### src/rtl/nss_pkg.sv
// Shared types of the NAND strobe sequencer.
// Assumes: operation codes are fixed by the request interface.
package nss_pkg;

    typedef enum logic [1:0] {
        OP_CMD  = 2'b00,
        OP_ADDR = 2'b01,
        OP_WR   = 2'b10,
        OP_RD   = 2'b11
    } nss_op_e;

    typedef enum logic [2:0] {
        PH_IDLE   = 3'd0,
        PH_LEAD   = 3'd1,
        PH_SETUP  = 3'd2,
        PH_STROBE = 3'd3,
        PH_RWAIT  = 3'd4,
        PH_HOLD   = 3'd5
    } nss_phase_e;

endpackage

### src/rtl/nss_rb_sync.sv
// Ready/busy synchronizer for one flash group.
// Brings the asynchronous ready/busy pin into the clock domain through a
// chain of STAGES flops and reports busy (the pin low) from the last flop.
// Assumes: STAGES >= 2; the chain resets to "ready".
module nss_rb_sync #(
    parameter int STAGES = 2
) (
    input  logic clk,
    input  logic rst_n,
    input  logic rb_n_i,
    output logic busy_o
);

    logic [STAGES-1:0] chain_q;

    // Shift the pin level through the synchronizer chain.
    always_ff @(posedge clk) begin
        if (!rst_n) begin
            chain_q <= '1;
        end else begin
            chain_q <= {chain_q[STAGES-2:0], rb_n_i};
        end
    end

    assign busy_o = ~chain_q[STAGES-1];

endmodule

### src/rtl/nss_ce_pool.sv
// Chip-enable pool shared by all flash groups.
// Holds at most one active target (chip index plus group). A new target is
// taken on request acceptance; the enable is dropped at the end of any idle
// cycle in which nothing is accepted. hit_o tells whether the offered
// target is already enabled so the lead time can be skipped.
// Assumes: take_i only pulses while the sequencer is idle.
module nss_ce_pool #(
    parameter int NCE  = 8,
    parameter int NGRP = 2,
    localparam int CHW = $clog2(NCE),
    localparam int GW  = (NGRP > 1) ? $clog2(NGRP) : 1
) (
    input  logic           clk,
    input  logic           rst_n,
    input  logic           idle_i,
    input  logic           take_i,
    input  logic [CHW-1:0] chip_i,
    input  logic [GW-1:0]  grp_i,
    output logic           hit_o,
    output logic [NCE-1:0] ce_n_o
);

    logic           on_q;
    logic [CHW-1:0] idx_q;
    logic [GW-1:0]  grp_q;

    // Take a new target on acceptance, drop it after an empty idle cycle.
    always_ff @(posedge clk) begin
        if (!rst_n) begin
            on_q  <= 1'b0;
            idx_q <= '0;
            grp_q <= '0;
        end else if (take_i) begin
            on_q  <= 1'b1;
            idx_q <= chip_i;
            grp_q <= grp_i;
        end else if (idle_i) begin
            on_q  <= 1'b0;
        end
    end

    assign hit_o = on_q && (idx_q == chip_i) && (grp_q == grp_i);

    // One decoded active-low enable per pool line.
    for (genvar i = 0; i < NCE; i++) begin : g_ce
        assign ce_n_o[i] = ~(on_q && (idx_q == CHW'(i)));
    end

    // an idle cycle with no acceptance leaves every enable high next cycle.
    p_ce_release_r8: assert property (@(posedge clk) disable iff (!rst_n)
        (idle_i && !take_i) |=> (ce_n_o == '1));

endmodule

### src/rtl/nss_phase_fsm.sv
// Phase sequencer of one bus cycle.
// Walks lead -> setup -> strobe -> (read wait) -> hold, each phase lasting a
// parameter number of clock periods, and pulses done_o one cycle after the
// hold phase ends. The lead phase is skipped when the target is already
// enabled (hit_i).
// Assumes: LEAD_CYC > SETUP_CYC >= 1, PULSE_CYC >= 1, HOLD_CYC >= 1.
module nss_phase_fsm
    import nss_pkg::*;
#(
    parameter int LEAD_CYC    = 3,
    parameter int SETUP_CYC   = 1,
    parameter int PULSE_CYC   = 1,
    parameter int RD_WAIT_CYC = 1,
    parameter int HOLD_CYC    = 1,
    localparam int SUM_CYC    = LEAD_CYC + PULSE_CYC + RD_WAIT_CYC + HOLD_CYC,
    localparam int CW         = $clog2(SUM_CYC + 1)
) (
    input  logic       clk,
    input  logic       rst_n,
    input  logic       start_i,
    input  logic       hit_i,
    input  logic       is_rd_i,
    output nss_phase_e phase_o,
    output logic       last_o,
    output logic       done_o
);

    nss_phase_e    phase_q;
    logic [CW-1:0] cnt_q;
    logic          done_q;

    // Advance through the phases and count the periods of each.
    always_ff @(posedge clk) begin
        if (!rst_n) begin
            phase_q <= PH_IDLE;
            cnt_q   <= '0;
            done_q  <= 1'b0;
        end else begin
            done_q <= (phase_q == PH_HOLD) && (cnt_q == '0);
            if (phase_q == PH_IDLE) begin
                if (start_i) begin
                    if (hit_i) begin
                        phase_q <= PH_SETUP;
                        cnt_q   <= CW'(SETUP_CYC - 1);
                    end else begin
                        phase_q <= PH_LEAD;
                        cnt_q   <= CW'(LEAD_CYC - SETUP_CYC - 1);
                    end
                end
            end else if (cnt_q != '0) begin
                cnt_q <= cnt_q - 1'b1;
            end else begin
                case (phase_q)
                    PH_LEAD: begin
                        phase_q <= PH_SETUP;
                        cnt_q   <= CW'(SETUP_CYC - 1);
                    end
                    PH_SETUP: begin
                        phase_q <= PH_STROBE;
                        cnt_q   <= CW'(PULSE_CYC - 1);
                    end
                    PH_STROBE: begin
                        if (is_rd_i && (RD_WAIT_CYC > 0)) begin
                            phase_q <= PH_RWAIT;
                            cnt_q   <= CW'(RD_WAIT_CYC - 1);
                        end else begin
                            phase_q <= PH_HOLD;
                            cnt_q   <= CW'(HOLD_CYC - 1);
                        end
                    end
                    PH_RWAIT: begin
                        phase_q <= PH_HOLD;
                        cnt_q   <= CW'(HOLD_CYC - 1);
                    end
                    default: begin
                        phase_q <= PH_IDLE;
                        cnt_q   <= '0;
                    end
                endcase
            end
        end
    end

    assign phase_o = phase_q;
    assign last_o  = (cnt_q == '0);
    assign done_o  = done_q;

    // a strobe phase is always entered from the setup phase.
    p_strobe_after_setup_r4: assert property (@(posedge clk) disable iff (!rst_n)
        (phase_q == PH_STROBE && $past(phase_q) != PH_STROBE) |-> ($past(phase_q) == PH_SETUP));

endmodule

### src/rtl/nand_strobe_seq.sv
// NAND flash bus cycle sequencer, top level.
// Accepts one request at a time (valid/ready), latches it, runs the phase
// sequencer and decodes per-group strobes, latch enables and data drive.
// Read data is captured at the edge that ends the read-strobe low phase.
// Assumes: dq_out/dq_oe/dq_in connect to bidirectional pads outside;
// rb_n pins are asynchronous.
module nand_strobe_seq
    import nss_pkg::*;
#(
    parameter int DW          = 8,
    parameter int NGRP        = 2,
    parameter int NCE         = 8,
    parameter int LEAD_CYC    = 3,
    parameter int SETUP_CYC   = 1,
    parameter int PULSE_CYC   = 1,
    parameter int RD_WAIT_CYC = 1,
    parameter int HOLD_CYC    = 1,
    parameter int SYNC_STAGES = 2,
    localparam int CHW        = $clog2(NCE),
    localparam int GW         = (NGRP > 1) ? $clog2(NGRP) : 1
) (
    input  logic               clk,
    input  logic               rst_n,
    input  logic               req_valid,
    output logic               req_ready,
    input  logic [1:0]         req_op,
    input  logic [GW-1:0]      req_grp,
    input  logic [CHW-1:0]     req_chip,
    input  logic [DW-1:0]      req_wdata,
    output logic               done,
    output logic [DW-1:0]      rd_data,
    output logic [NGRP-1:0]    grp_busy,
    output logic [NCE-1:0]     ce_n,
    output logic [NGRP-1:0]    we_n,
    output logic [NGRP-1:0]    re_n,
    output logic [NGRP-1:0]    cle,
    output logic [NGRP-1:0]    ale,
    output logic [NGRP*DW-1:0] dq_out,
    output logic [NGRP-1:0]    dq_oe,
    input  logic [NGRP*DW-1:0] dq_in,
    input  logic [NGRP-1:0]    rb_n
);

    nss_phase_e     phase;
    logic           last;
    logic           hit;
    logic           accept;
    logic           allowed;
    logic           active;
    logic           capture;
    nss_op_e        op_q;
    logic [GW-1:0]  grp_q;
    logic [DW-1:0]  wdata_q;
    logic [DW-1:0]  rd_q;

    // One synchronizer per group for the ready/busy pins.
    for (genvar g = 0; g < NGRP; g++) begin : g_sync
        nss_rb_sync #(.STAGES(SYNC_STAGES)) i_sync (
            .clk    (clk),
            .rst_n  (rst_n),
            .rb_n_i (rb_n[g]),
            .busy_o (grp_busy[g])
        );
    end

    assign allowed   = (nss_op_e'(req_op) == OP_CMD) || !grp_busy[req_grp];
    assign req_ready = (phase == PH_IDLE) && allowed;
    assign accept    = req_valid && req_ready;
    assign active    = (phase != PH_IDLE);

    nss_ce_pool #(.NCE(NCE), .NGRP(NGRP)) i_pool (
        .clk    (clk),
        .rst_n  (rst_n),
        .idle_i (phase == PH_IDLE),
        .take_i (accept),
        .chip_i (req_chip),
        .grp_i  (req_grp),
        .hit_o  (hit),
        .ce_n_o (ce_n)
    );

    nss_phase_fsm #(
        .LEAD_CYC    (LEAD_CYC),
        .SETUP_CYC   (SETUP_CYC),
        .PULSE_CYC   (PULSE_CYC),
        .RD_WAIT_CYC (RD_WAIT_CYC),
        .HOLD_CYC    (HOLD_CYC)
    ) i_fsm (
        .clk     (clk),
        .rst_n   (rst_n),
        .start_i (accept),
        .hit_i   (hit),
        .is_rd_i (op_q == OP_RD),
        .phase_o (phase),
        .last_o  (last),
        .done_o  (done)
    );

    // Latch the accepted request for the whole bus cycle.
    always_ff @(posedge clk) begin
        if (!rst_n) begin
            op_q    <= OP_CMD;
            grp_q   <= '0;
            wdata_q <= '0;
        end else if (accept) begin
            op_q    <= nss_op_e'(req_op);
            grp_q   <= req_grp;
            wdata_q <= req_wdata;
        end
    end

    assign capture = (op_q == OP_RD) && last &&
                     ((RD_WAIT_CYC > 0) ? (phase == PH_RWAIT) : (phase == PH_STROBE));

    // Capture the read byte at the edge that closes the read-strobe low phase.
    always_ff @(posedge clk) begin
        if (!rst_n) begin
            rd_q <= '0;
        end else if (capture) begin
            rd_q <= dq_in[grp_q*DW +: DW];
        end
    end

    assign rd_data = rd_q;

    // Per-group decode of strobes, latch enables and data drive.
    for (genvar g = 0; g < NGRP; g++) begin : g_lane
        logic sel;
        assign sel  = active && (grp_q == GW'(g));
        assign we_n[g]  = ~(sel && (phase == PH_STROBE) && (op_q != OP_RD));
        assign re_n[g]  = ~(sel && (op_q == OP_RD) &&
                            ((phase == PH_STROBE) || (phase == PH_RWAIT)));
        assign cle[g]   = sel && (op_q == OP_CMD);
        assign ale[g]   = sel && (op_q == OP_ADDR);
        assign dq_oe[g] = sel && (op_q != OP_RD);
        assign dq_out[g*DW +: DW] = wdata_q;
    end

    // never more than one chip enable low.
    p_ce_onehot_r3: assert property (@(posedge clk) disable iff (!rst_n)
        $onehot0(~ce_n));

    // a strobe is only low while some chip enable is low.
    p_strobe_with_ce_r3: assert property (@(posedge clk) disable iff (!rst_n)
        ((we_n & re_n) != '1) |-> (ce_n != '1));

    // at most one strobe low across all groups.
    p_single_strobe_r11: assert property (@(posedge clk) disable iff (!rst_n)
        $countones(~{we_n, re_n}) <= 1);

    // done is a single-cycle pulse.
    p_done_pulse_r6: assert property (@(posedge clk) disable iff (!rst_n)
        done |=> !done);

    // a group never drives its bus while its read strobe is low.
    p_no_drive_on_read_r5: assert property (@(posedge clk) disable iff (!rst_n)
        ((dq_oe & ~re_n) == '0));

    // non-command requests to a busy group are never offered ready.
    p_busy_blocks_r10: assert property (@(posedge clk) disable iff (!rst_n)
        (req_valid && nss_op_e'(req_op) != OP_CMD && grp_busy[req_grp]) |-> !req_ready);

endmodule

### config.mk
export PLATFORM = sky130hd
export DESIGN_NAME = nand_strobe_seq
export DESIGN_NICKNAME = d
export VERILOG_FILES = /design/src/rtl/nss_pkg.sv /design/src/rtl/nss_rb_sync.sv /design/src/rtl/nss_ce_pool.sv /design/src/rtl/nss_phase_fsm.sv /design/src/rtl/nand_strobe_seq.sv
export SDC_FILE = /design/constraint.sdc
export NUM_CORES = 1
export LEC_CHECK = 0
export ABC_AREA = 1
export BUFFER_PORTS_ARGS = -buffer_cell sky130_fd_sc_hd__buf_4
export CAP_MARGIN = 20
export CORE_MARGIN = 2
export CORE_UTILIZATION = 50
export DETAILED_ROUTE_END_ITERATION = 10
export MAX_ROUTING_LAYER = met4
export PLACE_DENSITY_LB_ADDON = 0.1
export SYNTH_ARGS = -nofsm -noshare
export SYNTH_HDL_FRONTEND = slang
export SYNTH_SLANG_ARGS = --single-unit
### constraint.sdc
create_clock -name clk -period 3 [get_ports clk]
set_input_delay 0.6 -clock clk [delete_from_list [all_inputs] [get_ports clk]]
set_output_delay 0.6 -clock clk [all_outputs]
set_load 0.01 [all_outputs]
Yosys cells after proc, flatten, opt, wreduce, memory -nomap -nowiden

Cells that the tools add are included.

Register bits after elaboration: 34
Bits of input ports: 35
Output and inout bits: 46
Logic and storage cells: 105

$add $sub $neg: 1
$lt $le $gt $ge: 1
Equal/unequal tests: 19
Shift-type cells: 1
Multiplexer cells: 14
Bitwise operators: 15
Reductions and logical operators: 43

Operators by type and width:

| kind                                                                   | number |
|---|---|
| 1-bit logical AND                                                      | 31 |
| 3-bit equality test (second input constant)                            | 6 |
| 3-bit two-way mux                                                      | 6 |
| 16-bit by 5-bit variable part select with 8-bit output                 | 1 |
| 1-bit NOT                                                              | 15 |
| 3-bit by 2-bit equality test with 1-bit output (second input constant) | 4 |
| 3-bit case mux with 4 select lines                                     | 1 |
| 3-bit logical NOT                                                      | 3 |
| 3-bit by 1-bit equality test with 1-bit output (second input constant) | 2 |
| 1-bit two-way mux                                                      | 6 |
| 2-bit != test (second input constant)                                  | 3 |
| 3-bit nonzero test                                                     | 2 |
| 2-bit logical NOT                                                      | 2 |
| 3-bit equality test                                                    | 1 |
| 3-bit by 1-bit subtractor with 3-bit output (second input constant)    | 1 |
| 2-bit by 1-bit equality test with 1-bit output (second input constant) | 1 |
| 2-bit equality test (second input constant)                            | 1 |
| 1-bit logical OR                                                       | 2 |
| 1-bit by 2-bit < comparator with 1-bit output (second input constant)  | 1 |
| 2-bit two-way mux                                                      | 1 |
| 2-bit AND reduction                                                    | 1 |
| 2-bit nonzero test                                                     | 1 |
| 1-bit equality test                                                    | 1 |
| 1-bit logical NOT                                                      | 1 |

Depth between registers and ports, before layout

Depth in word-level cells: 9
Mapped depth: 9
Gate-level depth less buffers: 9

Modules after synthesis

From an unflattened synthesis, not the netlist that was laid out.

Cell total of the unflattened synthesis: 323
Area, all modules: 2,010.7 µm²

Modules (own cells, without submodules):

| module          | instances | cells each | area each (µm²) | seq. area each (µm²) |
|---|---|---|---|---|
| nand_strobe_seq | 1         | 194        | 1,189.9         | 380.4 |
| nss_phase_fsm   | 1         | 61         | 399.1           | 140.1 |
| nss_ce_pool     | 1         | 54         | 304.0           | 100.1 |
| nss_rb_sync     | 2         | 7          | 58.8            | 40.0 |

Least setup slack after synthesis

Ideal clock, no wire load.

Kind: register -> output
Start: register i_fsm.phase_q[1], in the netlist i_fsm.phase_o[1]
End: output we_n[1]
Arrival: 1.068 ns
Data required time: 2.400 ns
Path slack: 1.332 ns
Stages on the path, launching flop included: 8
Path buffers: 0
Cell sequence: dfxtp_1 > inv_2 > nand2_4 > nor2_4 > nor2_1 > inv_1 > nor2_1 > nand2_1

Cells in the longest elaborated chain, start to end: 5
Elaborated cells on any way between the ends: 6
Those cells by class: 1 x eq/ne; 1 x bitwise; 4 x reduce/logical

Ends and longest elaborated chain:

| element                             | line                   | RTL |
|---|---|---|
| start: declaration                  | nss_phase_fsm.sv:28    | `nss_phase_e phase_q;` |
| start signal: assignment            | nss_phase_fsm.sv:35    | `phase_q <= PH_IDLE;` |
| start signal: assignment            | nss_phase_fsm.sv:43    | `phase_q <= PH_SETUP;` |
| start signal: assignment            | nss_phase_fsm.sv:46    | `phase_q <= PH_LEAD;` |
| 3-bit nonzero test                  | nand_strobe_seq.sv:69  | `assign active = (phase != PH_IDLE);` |
| 1-bit logical AND                   | nand_strobe_seq.sv:129 | `assign sel = active && (grp_q == GW'(g));` |
| 1-bit logical AND (*) (2 in series) | nand_strobe_seq.sv:130 | `assign we_n[g] = ~(sel && (phase == PH_STROBE) && (op_q != OP_RD));` |
| 1-bit NOT (*)                       | nand_strobe_seq.sv:130 |  |
| end: declaration                    | nand_strobe_seq.sv:34  | `output logic [NGRP-1:0] we_n,` |

Every way passes the cells marked *; elsewhere a longest branch is shown, timed or not.

==> metrics.md <==
| Metric | Value |
|---|---|
| Status | completed |
| Critical path data arrival time | roughly 1800 ps |
| Hold violation count in the final report | 0 |
| Starting Density | 0.525 |
| First drt pass iteration count | 4 |
| Max Cap Viol | 0 |
| Synth area leader | dfxtp_1 |
| Final setup viols | 0 |
| Register clock-pin slew on the reported worst setup and hold paths | 100 ps |
| Via count | between 1,500 and 2,000 |
| CTS Hold Bufs | 0 |
| Synth Area per Inst | between 6 and 7 um^2 |
| Storage cell area | about 700 um^2 |
| Largest cells by area after synthesis | dfxtp_1 38%, nand2_1 14%, inv_1 7.2% |
| Yosys Warn Count | 0 |
| 1st-iter DRT viols | 80 |
| Cell Rows | 21 |
| Core footprint | about 0.0034 mm^2 |
| Total gr overflow | 0 |
| Die height | 63.7 um |
| Area of the multi-input gates | between 800 and 900 um^2 |
| FMAX | about 420 MHz |
| # nets final | between 300 and 400 |
| Setup ws final | 607 ps |
| Hold slack | between 400 and 500 ps |
| Clock latency on the worst-skew pair | around 350 ps |
| Antenna viol nets, final | 0 |
| Post-route design area | between 0.002 and 0.0025 mm^2 |
| Filler instances | 302 |
| Post-synth EDFFs | 0 |
| Post_cts resized | 0 |
| HPWL after DPL | around 3100 um |
| CP Data Required Time | roughly 2400 ps |
| Area Overhead vs Synth | 34.7% |
| Synth cell count leaders | 68 x nand2_1, 34 x dfxtp_1, 34 x inv_1 |
| Htree depth | 2 |
| Sequential fraction of the synthesis area | 0.383 |
| Synth cell types | 28 |
| Via density | 4.77 |
| Clk buf depth | 2 |
| Clock period minus worst slack | between 2000 and 2500 ps |
| Largest net degree at the start of global routing | 24 |
| Placed Cells incl. Taps | 370 |
| Combinational share of power | 0.471 |
| Crit. End Element | primary output |
| DRC viols | 0 |
| Root Driver | clkbuf_4 |
| Ports | approximately 80 |
| Flop pwr share | 0.333 |
| Post-Synthesis Cells | between 200 and 300 |
| Slew headroom | 0.644 |
| Switch Pwr | approximately 0.73 mW |
| Crit start category | flop |
| Syn nets | approximately 300 |
| Die area | around 0.0041 mm^2 |
| Switching share of total power | 0.413 |
| Hold Path Class | reg -> reg |
| DP Area | 0.00231 mm^2 |
| PD cells | between 700 and 800 mW/mm^2 |
| Detailed Route WL | just over 4000 um |
| Total CTS buffers | 5 |
| Sink Count | 34 |
| Post-synthesis cell area | around 0.0018 mm^2 |
| Initial antenna violation count | 0 |
| Max Transition Viols Final | 0 |
| Part of the power in the clock network | 0.196 |
| VDD IR max | 0.595 mV |
| Port-buffer cells | 80 |
| Ant. Diodes | 0 |
| Most numerous cell in the Yosys netlist | nand2_1 |
| Share of the synthesized area in the top cell type | 0.383 |
| Slew @ Worst Pin | between 500 and 600 ps |
| Global Route Usage Sum | 0.219 |
| Per-cell routed wire length | around 11 um |
| Setup Total Neg Slack | 0 ps |
| Fraction of registers with async set or reset after synthesis | 0 |
| Seq cells post-synth | 34 |
| Vias in the first global route | 1,561 |
| Clock skew | between 9 and 10 ps |
| First-pass GRT wire length | 6870 um |
| Worst-path fanout max | 11 |
| CTS tree | done |
| Die width | ~64 um |
| GP Congestion | slightly below 0.9 |
| P_int | ~1.0 mW |
| Ys flop type | dfxtp_1 |
| Lkg Pwr | about 1.2 nW |
| RSZ-0062 raised after global routing | no |
| Postcts setup bufs | 0 |
| Fin crit share | 0.798 |
| Final Non-Filler Cells | ~380 |
| DP Worst Slack | between 900 and 1000 ps |
| Fraction of layout cells with a size suffix above 1 | 0.332 |
| WS Path Type | reg -> out |
## metal layers
layer,vias up,GRT usage,part of all wire
met1,785,0.279,0.46
met3,5,0.0500,0.068
met4,0,0.0924,0.012
met5,-,-,0
li1,952,-,-
met2,58,0.336,0.46
## power by group through the flow
stage	combinational, mW	sequential, mW	clock (mW)
finish	0.833	0.590	0.347
global route	0.940	0.600	0.369
CTS	0.835	0.589	0.349
detailed placement	0.830	0.598	0
global placement	0.815	0.597	0
floorplan	0.614	0.590	0
## state kept, by name, indices dropped and copies added (netlist names), 2 cells and up
name	flops
wdata_q	8
i_fsm.cnt_q	3
i_fsm.phase_o	3
rd_data	8
g_sync.i_sync.chain_q	4
op_q	2
i_pool.idx_q	3
## cell families after synthesis
| kind of cell | count (synthesis) | synth area share |
|---|---|---|
| flops | 34 | 0.383 |
| buf+inv | 58 | 0.154 |
| simple gates | 124 | 0.329 |
| compound gates | 46 | 0.134 |
## layout by cell type, fill, tap and decap left out, types with 5 or more instances in the layout
cell / instances
buf_4: 80
nand2_1: 68
inv_1: 34
dfxtp_1: 34
a21oi_1: 25
nor2_1: 17
nand3_1: 15
o21ai_0: 12
o21ai_1: 6
inv_2: 5
nor3_1: 5
or2_2: 5
clkbuf_4: 5
## cell type report
class / count / share of cell area
inverter: 40 / 0.0632
clock buffer: 6 / 0.0214
multi-input combinational: 170 / 0.344
tap: 46 / 0.0240
clock inverter: 1 / 0.0125
timing repair buffer: 80 / 0.251
sequential: 34 / 0.284
## critical path, cell delays in order (launching register included)
cell and delay, ps:
dfxtp_1 530, inv_1 260, nor2_1 220, inv_1 90
nor2_1 130, nand2_1 70, buf_4 150
## through the flow
| step | total power [mW] | utilization |
|---|---|---|
| final | 1.77 | 0.707 |
| after floorplan | 1.20 | - |
| after detailed placement | 1.43 | 0.683 |
| after global placement | 1.41 | 0.683 |
| after global routing | 1.91 | 0.707 |
| after CTS | 1.77 | 0.707 |
## worst paths after layout
path | start | to | slack, ps | cells after the start
worst max-delay path | i_pool.grp_q | we_n[1] | 610 | 6
worst min-delay path | g_sync[0].i_sync.chain_q[0] | g_sync[0].i_sync.chain_q[1] | 420 | 1
worst max register to register | i_pool.grp_q | i_fsm.phase_o[0] | 1450 | 9
worst min register to register | g_sync[0].i_sync.chain_q[0] | g_sync[0].i_sync.chain_q[1] | 420 | 1
Note: power is estimated with default switching activity, not from simulation.
